<file path="src/rtl/flash_status_guard.sv">
module flash_status_guard #(
  parameter int ADDR_W  = 21,
  parameter int BLOCK_W = 16
) (
  input  logic              clk,
  input  logic              rst_n,
  input  logic              cmd_wren,
  input  logic              cmd_wrdi,
  input  logic              cmd_wrsr,
  input  logic              cmd_pe,
  input  logic              op_done,
  input  logic [7:0]        sr_wdata,
  input  logic              wp_n,
  input  logic [ADDR_W-1:0] addr,
  output logic [7:0]        status,
  output logic              pe_allowed
);
  localparam int IDX_W = ADDR_W - BLOCK_W;
  localparam logic [IDX_W:0] BLK_COUNT = (IDX_W+1)'(1) << IDX_W;
  localparam logic [IDX_W:0] ONE       = (IDX_W+1)'(1);

  logic       busy, wel, dir, lock;
  logic [2:0] lvl;

  wire locked = lock & ~wp_n;

  logic [2:0]     lvl_eff;
  logic [IDX_W:0] span, blk;
  logic           in_prot;

  assign lvl_eff = (lvl > 3'd5) ? 3'd5 : lvl;
  assign span    = ONE << (lvl_eff - 3'd1);
  assign blk     = {1'b0, addr[ADDR_W-1:BLOCK_W]};
  assign in_prot = (lvl_eff != 3'd0) &&
                   (dir ? (blk < span) : (blk >= BLK_COUNT - span));

  assign pe_allowed = wel & ~busy & ~in_prot;
  assign status     = {lock, 1'b0, dir, lvl, wel, busy};

  always_ff @(posedge clk or negedge rst_n) begin
    if (!rst_n) begin
      busy <= 1'b0;
      wel  <= 1'b0;
      dir  <= 1'b0;
      lock <= 1'b0;
      lvl  <= 3'd0;
    end else if (busy) begin
      if (op_done) begin
        busy <= 1'b0;
        wel  <= 1'b0;
      end
    end else if (cmd_wren) begin
      wel <= 1'b1;
    end else if (cmd_wrdi) begin
      wel <= 1'b0;
    end else if (cmd_wrsr && wel) begin
      busy <= 1'b1;
      if (!locked) begin
        lock <= sr_wdata[7];
        dir  <= sr_wdata[5];
        lvl  <= sr_wdata[4:2];
      end
    end else if (cmd_pe && wel) begin
      if (in_prot) wel  <= 1'b0;
      else         busy <= 1'b1;
    end
  end

  wire quiet_en = !busy && wel && !cmd_wren && !cmd_wrdi;

  a_r4_wrsr_sets_busy: assert property (@(posedge clk) disable iff (!rst_n)
    (quiet_en && cmd_wrsr) |=> status[0]);

  a_r5_locked_hold: assert property (@(posedge clk) disable iff (!rst_n)
    (quiet_en && cmd_wrsr && status[7] && !wp_n) |=> $stable({status[7], status[5:2]}));

  a_r6_done_clears: assert property (@(posedge clk) disable iff (!rst_n)
    (status[0] && op_done) |=> (status[1:0] == 2'b00));

  a_r7_busy_freeze: assert property (@(posedge clk) disable iff (!rst_n)
    (status[0] && !op_done) |=> (status[0] && $stable(status[7:1])));

  a_r12_pe_accept: assert property (@(posedge clk) disable iff (!rst_n)
    (quiet_en && !cmd_wrsr && cmd_pe && pe_allowed) |=> status[0]);

  a_r13_pe_reject: assert property (@(posedge clk) disable iff (!rst_n)
    (quiet_en && !cmd_wrsr && cmd_pe && !pe_allowed) |=> (status[1:0] == 2'b00));

  a_r2_reserved_low: assert property (@(posedge clk) disable iff (!rst_n)
    (status[0] || !status[0]) |-> !status[6]);
endmodule

</file>
<file path="config.mk">
export PLATFORM = sky130hd
export DESIGN_NAME = flash_status_guard
export DESIGN_NICKNAME = d
export VERILOG_FILES = /design/src/rtl/flash_status_guard.sv
export SDC_FILE = /design/constraint.sdc
export NUM_CORES = 1
export LEC_CHECK = 0
export ABC_AREA = 1
export BUFFER_PORTS_ARGS = -buffer_cell sky130_fd_sc_hd__buf_2
export CAP_MARGIN = 20
export CORE_MARGIN = 2
export CORE_UTILIZATION = 41
export CTS_CLUSTER_DIAMETER = 120
export DETAILED_ROUTE_END_ITERATION = 16
export PLACE_DENSITY = 0.81
export REMOVE_ABC_BUFFERS = 1
export SLEW_MARGIN = 20
export SYNTH_ARGS = -nofsm -noshare
export SYNTH_HDL_FRONTEND = slang
export SYNTH_SLANG_ARGS = --single-unit
</file>
<file path="constraint.sdc">
create_clock -name clk -period 2.2 [get_ports clk]
set_input_delay 0.22 -clock clk [delete_from_list [all_inputs] [get_ports clk]]
set_output_delay 0.22 -clock clk [all_outputs]
set_load 0.02 [all_outputs]
</file>
# [After elaboration in Yosys (flattened, before gate mapping)]
# Cells that the tools add are included.
[op_classes] add_sub_neg=2 n_lt_le_gt_ge=3 eq_ne=2 shifts=1 n_mux=16 n_bitwise=9 n_reduce_logical=8
[ops] operator="1-bit two-way mux" n=15
[ops] operator="4-bit nonzero test" n=2
[ops] operator="5-bit by 6-bit greater-or-equal comparator with 1-bit output" n=1
[ops] operator="5-bit by 6-bit less-than comparator with 1-bit output" n=1
[ops] operator="1-bit inverter" n=6
[ops] operator="1-bit by 3-bit << shifter with 6-bit output, first input constant" n=1
[ops] operator="6-bit subtractor, first input constant" n=1
[ops] operator="5-bit AND reduction" n=1
[ops] operator="4-bit inequality test, second input constant" n=1
[ops] operator="4-bit AND reduction" n=1
[ops] operator="1-bit bitwise AND" n=3
[ops] operator="3-bit greater-than comparator, second input constant" n=1
[ops] operator="1-bit logical AND" n=3
[ops] operator="3-bit two-way mux" n=1
[ops] operator="3-bit nonzero test" n=1
[ops] operator="3-bit by 1-bit subtractor with 3-bit output, second input constant" n=1
[ops] operator="2-bit inequality test, second input constant" n=1
[totals] reg_bits=7 input_bits=37 output_inout_bits=9 word_cells=46

# [Longest topological paths before layout]
# Gate-level depths: netlist (run 1).
[depth] word_depth=14 mapped_depth=17 ltp_nobuf=17

# [Worst setup path after synthesis (run 1)]
# No wires, ideal clock.
[synth_timing] kind="register to output" from="reg lvl[2]" to="out pe_allowed" t_arrival_ns=2.015 path_slack_ns=-0.035 stages_incl_launch_ff=14 n_path_buf=0 path_cell_list="dfrtp_1 nor3_1 inv_1 ha_1 xnor2_1 ha_1 nand2_1 inv_1 nand2_1 nand2_1 nand2_1 nand2_1 nand2_1 and3_1"
[synth_via] elab_chain_cells=10
[synth_rtl] item="from (decl)" line_no="23" text="logic [2:0] lvl;"
[synth_rtl] item="from (signal assigned)" line_no="61" text="lvl <= sr_wdata[4:2];"
[synth_rtl] item="3-bit greater-than comparator" line_no="31" text="assign lvl_eff = (lvl > 3'd5) ? 3'd5 : lvl;"
[synth_rtl] item="3-bit two-way mux (*)" line_no="31"
[synth_rtl] item="3-bit by 1-bit subtractor with 3-bit output" line_no="32" text="assign span = ONE << (lvl_eff - 3'd1);"
[synth_rtl] item="1-bit by 3-bit << shifter with 6-bit output" line_no="32"
[synth_rtl] item="6-bit subtractor" line_no="35" text="(dir ? (blk < span) : (blk >= BLK_COUNT - span));"
[synth_rtl] item="5-bit by 6-bit greater-or-equal comparator with 1-bit output" line_no="35"
[synth_rtl] item="1-bit two-way mux" line_no="35"
[synth_rtl] item="1-bit logical AND (*)" line_no="34" text="assign in_prot = (lvl_eff != 3'd0) &&"
[synth_rtl] item="1-bit inverter (*)" line_no="37" text="assign pe_allowed = wel & ~busy & ~in_prot;"
[synth_rtl] item="1-bit bitwise AND (*)" line_no="37"
[synth_rtl] item="to (decl)" line_no="16" text="output logic pe_allowed"
# Every way passes the cells marked *; elsewhere a longest branch is shown, timed or not.

# [Worst setup path after layout (run 1)]
[layout_timing] from="reg lvl[1]" to="out pe_allowed"
# The elaborated chain is that of the path after synthesis.

==> impl_metrics.py, run 1 <==
metrics = {
    "timing": {
        "setup_tns_ns": -0.2395,
        "max_freq_mhz": 409.9,
        "finalCriticalPeriod_ns": 2.439,
        "finalSetupViolCount": 1,
        "rsz0062_at_grt": "true",
        "slew_violations": 0,
        "hold_viol": 0,
        "fin_ws_ns": -0.2395,
        "fin_skew_ns": 0.0005452,
        "period_share_pct": 110.9,
    },
    "drt": {
        "vias_per_cell": 4.691,
        "drt_wl_total_um": 1587,
        "vias": 713,
        "drc": 0,
        "drt_iter0_markers": 2,
        "drt-pass1-iter-count": 3,
        "wl_per_cell_um": 10.44,
        "ant_nets": 0,
    },
    "floorplanning": {
        "initial_core_util_pct": 45.26,
        "die_x_um": 45.49,
        "die_h_um": 45.49,
        "die-area_um2": 2069,
        "num_rows": 14,
        "fp.coreArea_um2": 1559,
        "io_pins": 46,
    },
    "critical_path": {
        "crit_required_ns": 1.98,
        "crit_type": "flip-flop to primary output",
        "path_delay_family": "simple AND/OR/NAND/NOR gates",
        "worstPathArrival_ns": 2.22,
        "path_common_cell": "nand2_1",
        "cp_cell_sequence": "nor3_2, inv_1, ha_4, xnor2_1, ha_1, nand2_1, inv_1, nand2_1, nand2_1, nand2_1, nand2_1, nand2_1, and3_4, buf_6",
        "critPathBufInv": 3,
        "path_max_fanout": 4,
        "max_stage_delay_ns": 0.42,
        "cpMaxStageDelayCell": "dfrtp_1",
        "cp-start-kind": "flip-flop",
        "endpoint_kind": "primary output",
    },
    "cells_and_area": {
        "final_cell_mix": "nand2_1 (27), buf_2 (24), inv_1 (17)",
        "instances_no_fill": 152,
        "fin_nets": 184,
        "drive_above_1_share_pct": 40.44,
        "layout_commonest_cell": "nand2_1",
        "areaGrowthSynthToFinish_pct": 37.23,
        "num_antenna_cells": 0,
        "fin_util_pct": 62.12,
    },
    "status": {
        "violations": "negative setup slack",
        "status": "complete, but fails checks",
    },
    "worst_hold_path": {
        "hold_class": "input port to flip-flop",
    },
    "clock_tree": {
        "cts_tree": "built",
        "insertion_delay_ns": 0.24,
        "numCtsBuffers": 3,
        "cts_max_level": 1,
        "cts_buffer_depth": 2,
        "clock-root-buffer": "clkbuf_4",
        "cts_sinks": 7,
        "clk_pin_slew_ns": 0.05,
    },
    "global_routing": {
        "grt_max_degree": 10,
        "top_usage_layer": "met2",
        "grt_use_met1_pct": 19.32,
        "overflow": 0,
        "grt_pass1_wl_um": 2635,
        "track_usage_pct": 17.69,
        "grt_use_met2_pct": 32.39,
        "grt_util_met3_pct": 2.381,
        "grt_pass1_vias": 698,
        "antenna_found_initial": 0,
    },
    "placement": {
        "portBuffers": 25,
        "place.gp.congestion": 0.7266,
        "dp_cells": 144,
        "dp_hpwl_um": 1305,
    },
    "logic_synthesis": {
        "ys_types": 20,
        "ys_seq_elements": 7,
        "yosys_warnings": 0,
        "ys_seq_area_share_pct": 24.82,
        "synth_area_um2": 705.7,
        "syn-mean-instance-area_um2": 6.918,
        "synthCells": 102,
    },
    "power": {
        "power_density_nw_per_um2": 1288,
        "p_leak_uw": 0.0005548,
        "power_uw": 1247,
        "ir_drop_mv": 0.9284,
    },
    "flow_run": {
        "drv_cap": 0,
    },
}
[stage by stage]
step | area [um^2] | worst slack [ns] | hold WS [ns]
3_5_place_dp | 858.3 | -0.1050 | 0.05548
6_report | 968.4 | -0.2395 | 0.2112
3_3_place_gp | 858.3 | -0.04990 | 0.05581
4_1_cts | 955.9 | -0.2156 | 0.2024
5_1_grt | 968.4 | -0.3873 | 0.2066
2_1_floorplan | 668.1 | -0.03581 | -0.07559
[cell type report]
type / instances / area [um^2]
well taps: 16 / 20.02
flip-flops and latches: 7 / 175.2
inverters: 20 / 75.07
repair buffers: 35 / 209.0
fillers: 138 / 590.6
multi-input cells: 70 / 462.9
clock buffers: 4 / 26.28
[where the power goes]
group / switching, uW / leakage [uW] / total (uW) / internal [uW]
Sequential: 53.9 / 0.0000795 / 239 / 185
Clock: 44.4 / 0.0000150 / 113 / 69.0
Combinational: 484 / 0.000460 / 895 / 411
Total: 582 / 0.000555 / 1250 / 665
[final timing paths]
kind | start | end | slack [ns] | depth (start not counted)
max in group asynchronous | rst_n | lvl[1] | 1.70 | 2
worst max register to register | lvl[1] | busy | 0.15 | 15
worst max-delay path | lvl[1] | pe_allowed | -0.24 | 14
min in group asynchronous | rst_n | wel | 0.35 | 2
worst min-delay path | sr_wdata[5] | dir | 0.21 | 2
worst min register to register | wel | wel | 0.56 | 2
[Yosys cell counts]
cell | n | area share (%)
and3_1 | 1 | 0.89
inv_2 | 1 | 0.53
o21ai_0 | 1 | 0.71
a21oi_1 | 5 | 3.5
nand3_1 | 4 | 2.8
nand2_2 | 2 | 1.8
conb_1 | 1 | 0.53
dfrtp_1 | 7 | 25
nor2_2 | 2 | 1.8
xnor2_1 | 1 | 1.2
buf_4 | 5 | 5.3
nor2_1 | 10 | 5.3
mux2_4 | 1 | 2.1
o21ai_4 | 1 | 2.3
ha_1 | 10 | 18
nor2_4 | 1 | 1.6
nand2_1 | 28 | 15
a21oi_2 | 1 | 1.2
nor3_1 | 1 | 0.71
inv_1 | 19 | 10
[per-layer routing]
layer	vias to the layer above	share of wire (%)	wire [um]
met5	-	0	0
met4	0	0.50	8
met3	2	2.8	45
met2	14	55	867
met1	324	42	665
li1	373	-	-
[worst reg2reg max path: stages (launching register included)]
cell	delay [ns]
dfrtp_1	0.42
nor3_2	0.21
inv_1	0.10
ha_4	0.17
xnor2_1	0.12
ha_1	0.27
nand2_1	0.04
inv_1	0.05
nand2_1	0.05
nand2_1	0.06
nand2_1	0.05
nand2_1	0.07
nand2_1	0.07
buf_4	0.14
nand3_2	0.05
nand2_1	0.06
[cell families after synthesis]
logic type / synth area share, %
xor+xnor: 1.241
fa+ha+maj: 17.73
flops: 24.82
simple gates: 29.79
mux: 2.127
other cells: 0.5314
buf+inv: 15.96
compound gates: 7.801
[flip-flops by register name, summed over array words and instances, names as in the netlist]
name / count
lvl: 3
busy: 1
dir: 1
lock: 1
wel: 1
[repair_timing]
action,in CTS,in global routing
resized for setup,9,3
hold buffers,1,0
gates cloned,0,0
hold endpoints to repair,7,0
pin swaps,9,1
setup endpoints to repair,1,2
buffers inserted,3,0
Power figures use the tool's default switching activity.
==> inputs of run 2 (changes only) <==
CORE_ASPECT_RATIO = 0.9   (was unset)
RECOVER_POWER = 25   (was unset)
==> run 2 against run 1 <==
Net effect: the flow still finishes with violations (negative setup slack); critical endpoint unchanged; worst hold slack got worse by 0.011 ns; utilization rose by 0.34 points; total power rose by 14%; sequential cell count did not move; largest power group unchanged; sequential share of layout area fell by 1.1 points.
==> impl_metrics.py, run 2 (same netlist as run 1, synthesis figures left out) <==
metrics = {
    "cells_and_area": {
        "final_cell_mix": "nand2_1 (24), buf_2 (23), inv_1 (17)",
        "drive_above_1_share_pct": 45.00,
        "layout_commonest_cell": "nand2_1",
        "areaGrowthSynthToFinish_pct": 45.75,
        "num_antenna_cells": 0,
        "fin_nets": 188,
        "largest_reg_flops": 3,
        "largest-register": "lvl",
        "fill_cells": 156,
    },
    "timing": {
        "max_freq_mhz": 399.2,
        "fin_skew_ns": 0.001824,
        "hold_viol": 0,
        "setup_tns_ns": -0.3508,
        "finalSetupViolCount": 2,
        "rsz0062_at_grt": "true",
        "finalCriticalPeriod_ns": 2.505,
        "slew_violations": 0,
        "fin_ws_ns": -0.3047,
        "period_share_pct": 113.9,
    },
    "critical_path": {
        "endpoint_kind": "primary output",
        "cp-start-kind": "flip-flop",
        "r2r_cells": 18,
        "path_max_fanout": 4,
        "crit_type": "flip-flop to primary output",
        "worstPathArrival_ns": 2.28,
        "crit_required_ns": 1.98,
    },
    "floorplanning": {
        "io_pins": 46,
        "die_h_um": 43.36,
        "num_rows": 14,
        "initial_core_util_pct": 42.86,
        "die_x_um": 47.73,
        "fp.coreArea_um2": 1647,
        "die-area_um2": 2070,
    },
    "placement": {
        "portBuffers": 25,
        "place.gp.congestion": 0.7793,
        "dp_hpwl_um": 1306,
    },
    "clock_tree": {
        "cts_buffer_depth": 2,
        "insertion_delay_ns": 0.26,
        "numCtsBuffers": 3,
        "cts_sinks": 7,
        "clk_pin_slew_ns": 0.05,
        "cts_tree": "built",
        "cts_max_level": 1,
        "clock-root-buffer": "clkbuf_4",
    },
    "drt": {
        "wl_per_cell_um": 11.41,
        "drt-pass1-iter-count": 4,
        "drc": 0,
        "ant_nets": 0,
        "vias": 766,
        "drt_wl_total_um": 1871,
        "drt_iter0_markers": 15,
        "vias_per_cell": 4.671,
    },
    "power": {
        "ir_drop_mv": 0.7245,
        "p_leak_uw": 0.0005773,
        "power_uw": 1424,
        "power_density_nw_per_um2": 1384,
    },
    "global_routing": {
        "track_usage_pct": 19.54,
        "grt_max_degree": 10,
        "overflow": 0,
        "antenna_found_initial": 0,
        "grt_pass1_wl_um": 2904,
        "grt_pass1_vias": 736,
    },
    "status": {
        "violations": "negative setup slack",
        "status": "complete, but fails checks",
    },
    "worst_hold_path": {
        "hold_depth": 3,
        "hold_class": "input port to flip-flop",
    },
    "flow_run": {
        "drv_cap": 0,
    },
}
==> run 2: changes by cell type in the layout (fill, tap and decap cells not counted), sizes merged <==
cell and delta:
buf +3, clkbuf +1
==> run 2: cell type report <==
type | instances | area, um^2 | area share (%)
multi-input cells | 70 | 480.5 | 46.72
well taps | 24 | 30.03 | 2.920
repair buffers | 39 | 241.5 | 23.48
clock buffers | 4 | 26.28 | 2.555
flip-flops and latches | 7 | 175.2 | 17.03
inverters | 20 | 75.07 | 7.299
==> run 2: worst max-delay path: stages, from the launching register on <==
cell	delay [ns]
dfrtp_1	0.42
nor3_2	0.23
inv_1	0.10
ha_4	0.18
xnor2_2	0.12
ha_1	0.27
nand2_1	0.07
inv_1	0.05
nand2_1	0.05
nand2_1	0.06
nand2_2	0.07
nand2_2	0.06
nand2_2	0.07
and3_4	0.17
buf_6	0.11
==> run 2: where the power goes <==
| group | switching [uW] | leakage [uW] | total [uW] | internal (uW) |
|---|---|---|---|---|
| Clock | 53.2 | 0.0000150 | 123 | 69.6 |
| Combinational | 543 | 0.000483 | 1060 | 515 |
| Sequential | 58.1 | 0.0000795 | 243 | 185 |
| Total | 654 | 0.000577 | 1420 | 769 |
==> run 2: per-stage QoR <==
stage	hold slack (ns)	cells	setup WS, ns	instance area, um^2	util (%)
after global placement	0.05352	152	-0.04741	868.3	52.74
final	0.1999	164	-0.3047	1028	62.46
after CTS	0.1969	161	-0.2256	983.4	59.73
after global routing	0.1896	164	-0.5035	1028	62.46
after detailed placement	0.05807	152	-0.06895	868.3	52.74
after floorplan	-0.07559	97	-0.03581	668.1	-
==> run 2: per-layer routing <==
layer | GRT usage [%] | share of wire (%)
met2 | 33.87 | 54
met4 | 9.730 | 3.5
met1 | 21.69 | 38
met3 | 4.167 | 4.5
met5 | 0 | 0
==> run 2: final timing paths <==
path                              endpoint      from  slack (ns)
worst min-delay path                   wel  cmd_wren        0.20
min in group asynchronous           lvl[0]     rst_n        0.38
worst max-delay path            pe_allowed    lvl[1]       -0.30
max in group asynchronous              wel     rst_n        1.55
worst max register to register         wel    lvl[1]       -0.05
worst min register to register         wel      busy        0.56
==> run 2: what timing repair did <==
item | CTS | global route
pin swaps | 10 | 4
gates cloned | 0 | 0
setup buffers | 4 | 3
endpoints found under the hold margin | 7 | 0
gates resized for setup | 12 | 6
endpoints found under the setup margin | 1 | 3
hold buffers | 1 | 0
